**src/rtl/sram_ctl_pkg.sv**
```systemverilog
package sram_ctl_pkg;

  typedef enum logic [2:0] {
    ST_IDLE,
    ST_WSETUP,
    ST_WPULSE,
    ST_WHOLD,
    ST_RACC,
    ST_DONE
  } state_e;

  // ceil(ns / per), never below one cycle
  function automatic int ns2cyc(int ns, int per);
    int c;
    c = (ns + per - 1) / per;
    return (c < 1) ? 1 : c;
  endfunction

  function automatic int imax(int a, int b);
    return (a > b) ? a : b;
  endfunction

endpackage

```
**src/rtl/sram_ctl_timer.sv**
```systemverilog
module sram_ctl_timer #(
  parameter int CW = 8
) (
  input  logic          clk_i,
  input  logic          rst_ni,
  input  logic          load_i,
  input  logic [CW-1:0] load_val_i,
  output logic          last_o
);
  logic [CW-1:0] cnt_q;

  always_ff @(posedge clk_i or negedge rst_ni) begin
    if (!rst_ni)           cnt_q <= '0;
    else if (load_i)       cnt_q <= load_val_i;
    else if (cnt_q != '0)  cnt_q <= cnt_q - 1'b1;
  end

  assign last_o = (cnt_q == '0);
endmodule

```
**src/rtl/sram_ctl_fsm.sv**
```systemverilog
module sram_ctl_fsm
  import sram_ctl_pkg::*;
#(
  parameter int CW        = 8,
  parameter int SETUP_CYC = 1,
  parameter int WP_CYC    = 4,
  parameter int HOLD_CYC  = 1,
  parameter int ACC_CYC   = 5
) (
  input  logic clk_i,
  input  logic rst_ni,
  input  logic req_i,
  input  logic we_i,
  output logic accept_o,
  output logic ready_o,
  output logic ce_n_o,
  output logic we_n_o,
  output logic oe_n_o,
  output logic act_o,
  output logic drv_o,
  output logic capture_o,
  output logic done_o
);
  state_e        state_q, state_d;
  logic          load, last;
  logic [CW-1:0] load_val;

  sram_ctl_timer #(.CW(CW)) u_timer (
    .clk_i      (clk_i),
    .rst_ni     (rst_ni),
    .load_i     (load),
    .load_val_i (load_val),
    .last_o     (last)
  );

  assign ready_o   = (state_q == ST_IDLE);
  assign accept_o  = ready_o && req_i;
  assign capture_o = (state_q == ST_RACC) && last;

  always_comb begin
    state_d  = state_q;
    load     = 1'b0;
    load_val = '0;
    unique case (state_q)
      ST_IDLE: if (req_i) begin
        load = 1'b1;
        if (we_i) begin
          state_d  = ST_WSETUP;
          load_val = CW'(SETUP_CYC - 1);
        end else begin
          state_d  = ST_RACC;
          load_val = CW'(ACC_CYC - 1);
        end
      end
      ST_WSETUP: if (last) begin
        state_d  = ST_WPULSE;
        load     = 1'b1;
        load_val = CW'(WP_CYC - 1);
      end
      ST_WPULSE: if (last) begin
        state_d  = ST_WHOLD;
        load     = 1'b1;
        load_val = CW'(HOLD_CYC - 1);
      end
      ST_WHOLD: if (last) state_d = ST_DONE;
      ST_RACC:  if (last) state_d = ST_DONE;
      ST_DONE:  state_d = ST_IDLE;
      default:  state_d = ST_IDLE;
    endcase
  end

  // strobes registered from the next state: glitch-free pins
  always_ff @(posedge clk_i or negedge rst_ni) begin
    if (!rst_ni) begin
      state_q <= ST_IDLE;
      ce_n_o  <= 1'b1;
      we_n_o  <= 1'b1;
      oe_n_o  <= 1'b1;
      act_o   <= 1'b0;
      drv_o   <= 1'b0;
      done_o  <= 1'b0;
    end else begin
      state_q <= state_d;
      ce_n_o  <= !(state_d inside {ST_WSETUP, ST_WPULSE, ST_WHOLD, ST_RACC});
      we_n_o  <= (state_d != ST_WPULSE);
      oe_n_o  <= (state_d != ST_RACC);
      act_o   <= (state_d inside {ST_WSETUP, ST_WPULSE, ST_WHOLD, ST_RACC});
      drv_o   <= (state_d inside {ST_WSETUP, ST_WPULSE, ST_WHOLD});
      done_o  <= (state_d == ST_DONE);
    end
  end
endmodule

```
**src/rtl/sram_ctl_lane.sv**
```systemverilog
module sram_ctl_lane #(
  parameter int LW = 8
) (
  input  logic          clk_i,
  input  logic          rst_ni,
  input  logic          accept_i,
  input  logic          en_i,
  input  logic [LW-1:0] wdata_i,
  input  logic          act_i,
  input  logic          drv_i,
  input  logic          capture_i,
  input  logic [LW-1:0] dq_i,
  output logic          be_n_o,
  output logic [LW-1:0] dq_o,
  output logic          dq_oe_o,
  output logic [LW-1:0] rdata_o
);
  logic en_q;

  always_ff @(posedge clk_i or negedge rst_ni) begin
    if (!rst_ni) begin
      en_q    <= 1'b0;
      dq_o    <= '0;
      rdata_o <= '0;
    end else begin
      if (accept_i) begin
        en_q <= en_i;
        dq_o <= wdata_i;
      end
      if (capture_i) rdata_o <= en_q ? dq_i : '0;
    end
  end

  assign be_n_o  = !(act_i && en_q);
  assign dq_oe_o = drv_i && en_q;
endmodule

```
**src/rtl/sram_ctl.sv**
```systemverilog
module sram_ctl
  import sram_ctl_pkg::*;
#(
  parameter int AW      = 18,
  parameter int DW      = 16,
  parameter int CLK_NS  = 4,
  parameter int T_AS_NS = 0,
  parameter int T_WP_NS = 15,
  parameter int T_DW_NS = 10,
  parameter int T_DH_NS = 0,
  parameter int T_WC_NS = 20,
  parameter int T_RC_NS = 20,
  parameter int T_AA_NS = 20,
  parameter int T_OE_NS = 10,
  parameter int T_BA_NS = 10,
  parameter int CW      = 8
) (
  input  logic               clk_i,
  input  logic               rst_ni,
  input  logic               req_i,
  input  logic               we_i,
  input  logic [AW-1:0]      addr_i,
  input  logic [DW-1:0]      wdata_i,
  input  logic [DW/8-1:0]    be_i,
  output logic               ready_o,
  output logic               done_o,
  output logic [DW-1:0]      rdata_o,
  output logic [AW-1:0]      sram_addr_o,
  output logic               sram_ce_no,
  output logic               sram_we_no,
  output logic               sram_oe_no,
  output logic [DW/8-1:0]    sram_be_no,
  output logic [DW-1:0]      sram_dq_o,
  output logic [DW/8-1:0]    sram_dq_oe_o,
  input  logic [DW-1:0]      sram_dq_i
);
  localparam int LW        = 8;
  localparam int LANES     = DW / LW;
  localparam int SETUP_CYC = ns2cyc(T_AS_NS, CLK_NS);
  localparam int WP_CYC    = imax(ns2cyc(T_WP_NS, CLK_NS), ns2cyc(T_DW_NS, CLK_NS));
  localparam int HOLD_CYC  = imax(ns2cyc(T_DH_NS, CLK_NS),
                                  ns2cyc(T_WC_NS, CLK_NS) - SETUP_CYC - WP_CYC);
  localparam int ACC_CYC   = imax(imax(ns2cyc(T_RC_NS, CLK_NS), ns2cyc(T_AA_NS, CLK_NS)),
                                  imax(ns2cyc(T_OE_NS, CLK_NS), ns2cyc(T_BA_NS, CLK_NS)));

  logic accept, act, drv, capture;

  sram_ctl_fsm #(
    .CW(CW), .SETUP_CYC(SETUP_CYC), .WP_CYC(WP_CYC),
    .HOLD_CYC(HOLD_CYC), .ACC_CYC(ACC_CYC)
  ) u_fsm (
    .clk_i     (clk_i),
    .rst_ni    (rst_ni),
    .req_i     (req_i),
    .we_i      (we_i),
    .accept_o  (accept),
    .ready_o   (ready_o),
    .ce_n_o    (sram_ce_no),
    .we_n_o    (sram_we_no),
    .oe_n_o    (sram_oe_no),
    .act_o     (act),
    .drv_o     (drv),
    .capture_o (capture),
    .done_o    (done_o)
  );

  always_ff @(posedge clk_i or negedge rst_ni) begin
    if (!rst_ni)     sram_addr_o <= '0;
    else if (accept) sram_addr_o <= addr_i;
  end

  for (genvar l = 0; l < LANES; l++) begin : g_lane
    sram_ctl_lane #(.LW(LW)) u_lane (
      .clk_i     (clk_i),
      .rst_ni    (rst_ni),
      .accept_i  (accept),
      .en_i      (be_i[l]),
      .wdata_i   (wdata_i[l*LW +: LW]),
      .act_i     (act),
      .drv_i     (drv),
      .capture_i (capture),
      .dq_i      (sram_dq_i[l*LW +: LW]),
      .be_n_o    (sram_be_no[l]),
      .dq_o      (sram_dq_o[l*LW +: LW]),
      .dq_oe_o   (sram_dq_oe_o[l]),
      .rdata_o   (rdata_o[l*LW +: LW])
    );
  end
endmodule

```
**config.mk**
```make
export PLATFORM = sky130hd
export DESIGN_NAME = sram_ctl
export DESIGN_NICKNAME = d
export VERILOG_FILES = /design/src/rtl/sram_ctl_pkg.sv /design/src/rtl/sram_ctl_timer.sv /design/src/rtl/sram_ctl_fsm.sv /design/src/rtl/sram_ctl_lane.sv /design/src/rtl/sram_ctl.sv
export SDC_FILE = /design/constraint.sdc
export NUM_CORES = 1
export LEC_CHECK = 0
export BUFFER_PORTS_ARGS = -buffer_cell sky130_fd_sc_hd__buf_2
export CORE_MARGIN = 2
export CORE_UTILIZATION = 35
export DETAILED_ROUTE_END_ITERATION = 16
export PLACE_DENSITY = 0.57
export SLEW_MARGIN = 40
export SYNTH_ARGS = -nofsm -noshare
export SYNTH_HDL_FRONTEND = slang
export SYNTH_SLANG_ARGS = --single-unit
```
**constraint.sdc**
```tcl
create_clock -name clk_i -period 3.9 [get_ports clk_i]
set_input_delay 0.39 -clock clk_i [delete_from_list [all_inputs] [get_ports clk_i]]
set_output_delay 0.39 -clock clk_i [all_outputs]
set_load 0.005 [all_outputs]
```
==> impl_summary.log, run 1 <==
INFO  metric run_status = finished, final reports clean
INFO  metric gp_congestion = 0.8131
INFO  metric hold_viol = 0
INFO  metric tritoncts = yes
INFO  metric place.detailed.hpwl = 4822 um
INFO  metric holdBufCountCts = 0
INFO  metric total_leakage_power = 2.142 nW
INFO  metric post_cts_resized = 0
INFO  metric fmax = 0.4457 GHz
INFO  metric port_buffers = 114
INFO  metric synth_xor_xnor_area_share = 0.2914%
INFO  metric ys_seq_elements = 69
INFO  metric drive_above_1_share = 32.41%
INFO  metric numClockSinks = 69
INFO  metric final_period_minus_worst_setup_slack = 2243 ps
INFO  metric synth_cell_type_count = 40
INFO  metric synth_compound_area_share = 6.370%
INFO  metric fin_setup_tns = 0 ps
INFO  metric share_of_the_clock_period_used_by_the_worst_path = 57.52%
INFO  metric postCtsSetupRepairBufs = 0
INFO  metric clk_latency = 340 ps
INFO  metric power-per-cell-area = 785.1 nW/um^2
INFO  metric crit_type = reg2reg
INFO  metric post_synth_fa_ha_maj_area_fraction = 0.4163%
INFO  metric drc = 0
INFO  metric netlist_area = 3005 um^2
INFO  metric die_height = 96.67 um
INFO  metric placeableCoreArea = 8258 um^2
INFO  metric synth.net_count = 381
INFO  metric yosys.area_share.simple = 23.48%
INFO  metric cts.root.buffer_cell = sky130_fd_sc_hd__clkbuf_8
INFO  metric tritoncts.num_buffers = 9
INFO  metric rows = 33
INFO  metric global_route_wire_length_before_repair = 11950 um
INFO  metric grt_setup_unrepaired = false
INFO  metric routed-via-count = 2448
INFO  metric dp_cells = 524
INFO  metric synth_cells = 324
INFO  metric finalHoldWorstSlack = 86.80 ps
INFO  metric met3WireLength = 502 um
INFO  metric final_cell_count_no_fill = 540
INFO  metric drtPass1Iterations = 4
INFO  metric globalRouteTotalUtil = 15.49%
INFO  metric yosysWarningCount = 0
INFO  metric finalSetupViolCount = 0
INFO  metric timing.critical_path.to_type = flip-flop
INFO  metric drt-total-wl = 6950 um
INFO  metric drt-wirelength-per-cell = 12.87 um
INFO  metric antenna_violating_nets_post_route = 0
INFO  metric routed_via_density = 4.533
INFO  metric tightest_slew = 668.0 ps
INFO  metric largest_net_degree_at_the_start_of_global_routing = 42
INFO  metric multiplexer_area_fraction_after_synthesis = 5.704%
INFO  metric antenna_violations_before_repair = 0
INFO  metric cp_data_arrival_time = 2500 ps
INFO  metric globalRouteOverflowTotal = 0
INFO  metric synth_enable_flop_cells = 0
INFO  metric met2RoutedLength = 3091 um
INFO  metric drv_cap = 0
INFO  metric synth-seq-area-share = 57.58%
INFO  metric first_global_vias = 2489
INFO  metric synth_top_family_by_area = simple AND/OR/NAND/NOR gates
INFO  metric nets = 487
INFO  metric synth_top_flop_cell = sky130_fd_sc_hd__dfrtp_1
INFO  metric maxSlewViolCount = 0
INFO  metric route.top_layer_used = met4
INFO  metric timing.clock.skew = 9.013 ps
INFO  metric num_antenna_cells = 0
INFO  metric required = 4150 ps
INFO  metric die_area = 9344 um^2
INFO  metric drt_iter0_drcs = 114
INFO  metric cp-start-kind = flip-flop
INFO  metric worst-path-max-fanout = 16
INFO  metric boundaryPins = 115
INFO  metric wirelength_met1 = 3325 um
INFO  metric initial_core_util = 36.39%
INFO  metric synth_async_sr_flop_share = 100.0%
INFO  metric h-tree-depth = 3
INFO  metric chipWidth = 96.67 um
INFO  metric clock_path_buffers = 2
INFO  metric p_r_area_growth_vs_syn = 27.10%
INFO  metric postSynthAreaPerCell = 9.276 um^2
INFO  metric worst_ir_drop_vdd = 0.2936 mV
INFO  metric cts.reportedPaths.clkPinSlew = 80 ps
INFO  metric timing.slew.headroom = 55.46%
INFO  metric hold_path.class = in2async
==> flip-flops by register name, indices dropped and copies added, names as in the netlist, 2 cells and up <==
register and count:
sram_addr_o 18, g_lane.u_lane.dq_o 16, g_lane.u_lane.rdata_o 16, u_fsm.u_timer.cnt_q 8
u_fsm.state_q 3, g_lane.u_lane.en_q 2
==> cells by family (layout without fill, tap and decap cells) <==
group,count (synthesis),in the layout
AND/OR/NAND/NOR,163,163
flip-flops,69,69
buffers and inverters,42,153
AO/OA/AOI/OAI,31,31
multiplexers,17,17
adder cells (fa/ha/maj),1,1
XOR/XNOR,1,1
==> per-layer routing <==
metal,global-route usage (%),vias up
met5,0,-
met1,21.39,1118
li1,-,1238
met4,3.575,0
met3,5.130,4
met2,23.82,88
==> stage by stage <==
step | area [um^2] | total power, mW | setup slack, ps | utilization [%]
2_1_floorplan | 3005 | 1.987 | 2014 | -
3_3_place_gp | 3616 | 2.405 | 1649 | 43.79
3_5_place_dp | 3616 | 2.433 | 1612 | 43.79
4_1_cts | 3816 | 3.044 | 1608 | 46.21
5_1_grt | 3820 | 3.281 | 1443 | 46.26
6_report | 3820 | 2.999 | 1657 | 46.26
==> worst paths after layout <==
path	start	end	slack, ps	depth (start not counted)
min reg2reg	sram_addr_o[10]	sram_addr_o[10]	470	2
max	u_fsm.u_timer.cnt_q[0]	g_lane[0].u_lane.rdata_o[6]	1660	6
min	rst_ni	g_lane[0].u_lane.rdata_o[7]	90	1
max reg2reg	u_fsm.u_timer.cnt_q[0]	g_lane[0].u_lane.rdata_o[6]	1660	6
max in group asynchronous	rst_ni	g_lane[1].u_lane.dq_o[0]	2840	2
min in group clk_i	addr_i[12]	sram_addr_o[12]	230	3
==> report_power, final <==
| group | internal (mW) | switching [mW] | total [mW] |
|---|---|---|---|
| clock | 0.314 | 0.278 | 0.592 |
| sequential | 1.04 | 0.248 | 1.29 |
| combinational | 0.504 | 0.611 | 1.12 |
==> synth_stat cells (2+ instances only) <==
master | number | share of area [%]
sky130_fd_sc_hd__a21o_1 | 2 | 0.50
sky130_fd_sc_hd__a21oi_1 | 13 | 2.2
sky130_fd_sc_hd__and2_1 | 4 | 0.83
sky130_fd_sc_hd__buf_1 | 3 | 0.37
sky130_fd_sc_hd__buf_2 | 4 | 0.67
sky130_fd_sc_hd__buf_4 | 6 | 1.5
sky130_fd_sc_hd__clkbuf_1 | 8 | 1.0
sky130_fd_sc_hd__dfrtp_1 | 66 | 55
sky130_fd_sc_hd__dfstp_2 | 3 | 2.6
sky130_fd_sc_hd__inv_1 | 21 | 2.6
sky130_fd_sc_hd__mux2i_1 | 16 | 5.3
sky130_fd_sc_hd__nand2_1 | 135 | 17
sky130_fd_sc_hd__nand3_1 | 3 | 0.50
sky130_fd_sc_hd__nor2_1 | 5 | 0.62
sky130_fd_sc_hd__nor3_1 | 3 | 0.50
sky130_fd_sc_hd__o21ai_0 | 6 | 1.0
sky130_fd_sc_hd__o2bb2ai_1 | 2 | 0.58
sky130_fd_sc_hd__or3_1 | 2 | 0.42
==> cell usage in the layout (no fill, tap or decap), types with 2 or more instances in the layout <==
master	instances
sky130_fd_sc_hd__a21o_1	2
sky130_fd_sc_hd__a21oi_1	13
sky130_fd_sc_hd__and2_1	4
sky130_fd_sc_hd__buf_2	114
sky130_fd_sc_hd__buf_4	2
sky130_fd_sc_hd__clkbuf_8	10
sky130_fd_sc_hd__clkinvlp_4	2
sky130_fd_sc_hd__dfrtp_1	66
sky130_fd_sc_hd__dfstp_2	3
sky130_fd_sc_hd__inv_1	21
sky130_fd_sc_hd__mux2i_1	16
sky130_fd_sc_hd__nand2_1	135
sky130_fd_sc_hd__nand3_1	3
sky130_fd_sc_hd__nor2_1	5
sky130_fd_sc_hd__nor3_1	3
sky130_fd_sc_hd__o21ai_0	6
sky130_fd_sc_hd__o2bb2ai_1	2
sky130_fd_sc_hd__or3_1	2
==> layout make-up <==
cell class                 count  area [um^2]
tap                          105        131.4
sequential                    69         1730
multi-input combinational    213         1094
fill                         839         4438
clock inverter                 5        58.81
clock buffer                  11        141.4
timing repair buffer         116        585.6
inverter                      21        78.83
==> worst max-delay path, cell delays in order, from the launching register on <==
cell	delay, ps
sky130_fd_sc_hd__dfrtp_1	410
sky130_fd_sc_hd__inv_1	70
sky130_fd_sc_hd__ha_1	170
sky130_fd_sc_hd__nor3b_2	510
sky130_fd_sc_hd__and2_1	410
sky130_fd_sc_hd__nand3_4	310
sky130_fd_sc_hd__mux2i_1	290
Note: power is estimated with default switching activity, not from simulation.
==> run 2: changes to the inputs <==
Clock period 3.9 ns to 2.1 ns, I/O delays scaled along.
==> impl_summary.log, run 2 (same netlist as run 1, synthesis figures left out) <==
INFO  metric fraction_of_power_spent_switching_nets = 38.21% (+0.30 points)
INFO  metric place.detailed.hpwl = 4742 um (-1.7%)
INFO  metric die_height = 96.67 um (unchanged)
INFO  metric first_global_vias = 2390 (-4.0%)
INFO  metric worst_ir_drop_vdd = 0.4640 mV (+58%)
INFO  metric mostFrequentLayoutCells = sky130_fd_sc_hd__nand2_1 (135), sky130_fd_sc_hd__buf_2 (114), sky130_fd_sc_hd__dfrtp_1 (66)
INFO  metric worst-path-max-fanout = 5 (-11)
INFO  metric power_frac_clock = 16.2% (-3.5 points)
INFO  metric largest_net_degree_at_the_start_of_global_routing = 70 (+67%)
INFO  metric tritoncts = yes
INFO  metric share_of_the_clock_period_used_by_the_worst_path = 92.56% (+35 points)
INFO  metric placeableCoreArea = 8258 um^2 (unchanged)
INFO  metric run_status = finished, final reports clean
INFO  metric place_ws = 113.2 ps (-1499 ps)
INFO  metric hold_viol = 0 (unchanged)
INFO  metric largest_registers = sram_addr_o x18, g_lane.u_lane.dq_o x16, g_lane.u_lane.rdata_o x16
INFO  metric clk_latency = 330 ps (about the same)
INFO  metric power-per-cell-area = 1420 nW/um^2 (+81%)
INFO  metric finalInstanceArea = 3869 um^2 (+1.3%)
INFO  metric drt_iter0_drcs = 201 (+76%)
INFO  metric gp_congestion = 0.7799 (-4.1%)
INFO  metric worst_hold_startpoint = wdata_i[8]
INFO  metric drtPass1Iterations = 4 (unchanged)
INFO  metric tritoncts.num_buffers = 9 (unchanged)
INFO  metric p_r_area_growth_vs_syn = 28.73%
INFO  metric chipWidth = 96.67 um (unchanged)
INFO  metric timing.critical_path.to_type = flip-flop
INFO  metric cts.root.buffer_cell = sky130_fd_sc_hd__clkbuf_8
INFO  metric numClockSinks = 69 (unchanged)
INFO  metric routed-via-count = 2479 (+1.3%)
INFO  metric drt-total-wl = 6860 um (-1.3%)
INFO  metric final_common_cell = sky130_fd_sc_hd__nand2_1
INFO  metric grt_setup_unrepaired = false
INFO  metric design_power_total = 5.493 mW (+83%)
INFO  metric crit_type = reg2reg
INFO  metric drive_above_1_share = 33.56% (+1.1 points)
INFO  metric globalRouteTotalUtil = 15.02% (-0.47 points)
INFO  metric dp_cells = 532 (+1.5%)
INFO  metric global_route_wire_length_before_repair = 11630 um (-2.7%)
INFO  metric rr_worst_depth = 5 (-1)
INFO  metric cts.reportedPaths.clkPinSlew = 80 ps (about the same)
INFO  metric antenna_violating_nets_post_route = 0 (unchanged)
INFO  metric clock_path_buffers = 2 (unchanged)
INFO  metric cp-start-kind = flip-flop
INFO  metric tightest_slew = 399.5 ps (-268.5 ps)
INFO  metric maxSlewViolCount = 0 (unchanged)
INFO  metric final_cell_count_no_fill = 549 (+1.7%)
INFO  metric routed_via_density = 4.515 (-0.39%)
INFO  metric drt-wirelength-per-cell = 12.50 um (-2.9%)
INFO  metric largest_register_ff_count = 18 (unchanged)
INFO  metric fmax = 0.5144 GHz (+15%)
INFO  metric fin_setup_tns = 0 ps (unchanged)
INFO  metric min_delay_path_depth = 3
INFO  metric regToRegSetupSlack = 160 ps (-1500 ps)
INFO  metric antenna_violations_before_repair = 0 (unchanged)
INFO  metric nets = 497 (+2.1%)
INFO  metric regToRegEndpoint = u_fsm.u_timer.cnt_q[7]
INFO  metric final_period_minus_worst_setup_slack = 1944 ps (-299.6 ps)
INFO  metric timing.slew.headroom = 73.37% (+18 points)
INFO  metric max_flop_register = sram_addr_o
INFO  metric hold_path.class = in2reg
INFO  metric port_buffers = 114 (unchanged)
INFO  metric globalRouteOverflowTotal = 0 (unchanged)
INFO  metric switchingPower = 2.099 mW (+85%)
INFO  metric final_critical_path_setup_slack = 156.1 ps (-1500 ps)
INFO  metric cp_data_arrival_time = 2190 ps (-310 ps)
INFO  metric rows = 33 (unchanged)
INFO  metric num_antenna_cells = 0 (unchanged)
INFO  metric holdPathEnd = g_lane[1].u_lane.dq_o[0]
INFO  metric h-tree-depth = 3 (unchanged)
INFO  metric initial_core_util = 36.39% (unchanged)
INFO  metric total_leakage_power = 2.184 nW (+1.9%)
INFO  metric finalSetupViolCount = 0 (unchanged)
INFO  metric drv_cap = 0 (unchanged)
INFO  metric power_report.internal_total = 3.394 mW (+82%)
INFO  metric sequentialPowerShare = 42.2% (-0.9 points)
INFO  metric timing.clock.skew = 8.396 ps (-0.6174 ps)
INFO  metric required = 2350 ps (-1800 ps)
INFO  metric p_comb_share = 41.6% (+4.4 points)
INFO  metric boundaryPins = 115 (unchanged)
INFO  metric dpl-instance-area = 3689 um^2 (+2.0%)
INFO  metric die_area = 9344 um^2 (unchanged)
INFO  metric critical_path.reg2reg.startpoint = u_fsm.u_timer.cnt_q[0]
INFO  metric drc = 0 (unchanged)
[run 2: cell type report]
type | count | area (um^2)
flip-flops and latches | 69 | 1730
inverters | 21 | 78.83
repair buffers | 126 | 675.6
well taps | 105 | 131.4
clock inverters | 5 | 28.78
multi-input cells | 213 | 1096
fillers | 820 | 4389
clock buffers | 10 | 127.6
[run 2: per-stage QoR]
stage                     utilization [%]  hold WS [ps]
final                               46.85         64.77
after global routing                46.85         58.19
after CTS                           46.68         48.75
after detailed placement            44.67         266.4
after global placement              44.67         268.1
after floorplan                         -        -85.59
[run 2: worst max-delay path by stage]
| stage | from | end | slack [ps] | cells past startpoint |
|---|---|---|---|---|
| after floorplan | u_fsm.u_timer.cnt_q[0] | g_lane[0].u_lane.rdata_o[0] | 210 | 8 |
| after global placement | u_fsm.u_timer.cnt_q[0] | g_lane[0].u_lane.rdata_o[5] | 140 | 6 |
| after detailed placement | u_fsm.u_timer.cnt_q[0] | g_lane[1].u_lane.rdata_o[4] | 110 | 6 |
| after CTS | u_fsm.u_timer.cnt_q[0] | g_lane[0].u_lane.rdata_o[4] | 100 | 6 |
| after global routing | u_fsm.u_timer.cnt_q[0] | u_fsm.u_timer.cnt_q[7] | 7 | 6 |
| final | u_fsm.u_timer.cnt_q[0] | u_fsm.u_timer.cnt_q[7] | 160 | 5 |
[run 2: repair_timing]
item	in CTS	in global routing
hold buffers	1	0
setup buffers	0	1
resized for setup	0	1
endpoints found under the setup margin	0	23
hold endpoints to repair	66	0
[run 2: worst max-delay path, stage by stage, from the launching register on]
cell                      delay [ps]
sky130_fd_sc_hd__dfrtp_1         400
sky130_fd_sc_hd__buf_4           140
sky130_fd_sc_hd__or3_1           320
sky130_fd_sc_hd__a211o_1         330
sky130_fd_sc_hd__or4b_1          510
sky130_fd_sc_hd__a21oi_1         150
[run 2: power groups by stage]
stage	logic [mW]	clock network, mW	registers [mW]
after floorplan	1.37	0	2.32
after global placement	2.25	0	2.34
after detailed placement	2.30	0	2.33
after CTS	2.30	0.932	2.31
after global routing	2.62	0.988	2.40
final	2.29	0.887	2.32
[run 2: layer usage]
metal | track usage [%] | vias to the layer above | share of wire (%)
met4 | 4.875 | 0 | 1.2
met5 | 0 | - | 0
met2 | 22.70 | 86 | 42
met1 | 21.30 | 1125 | 50
met3 | 3.685 | 8 | 5.9
li1 | - | 1260 | -
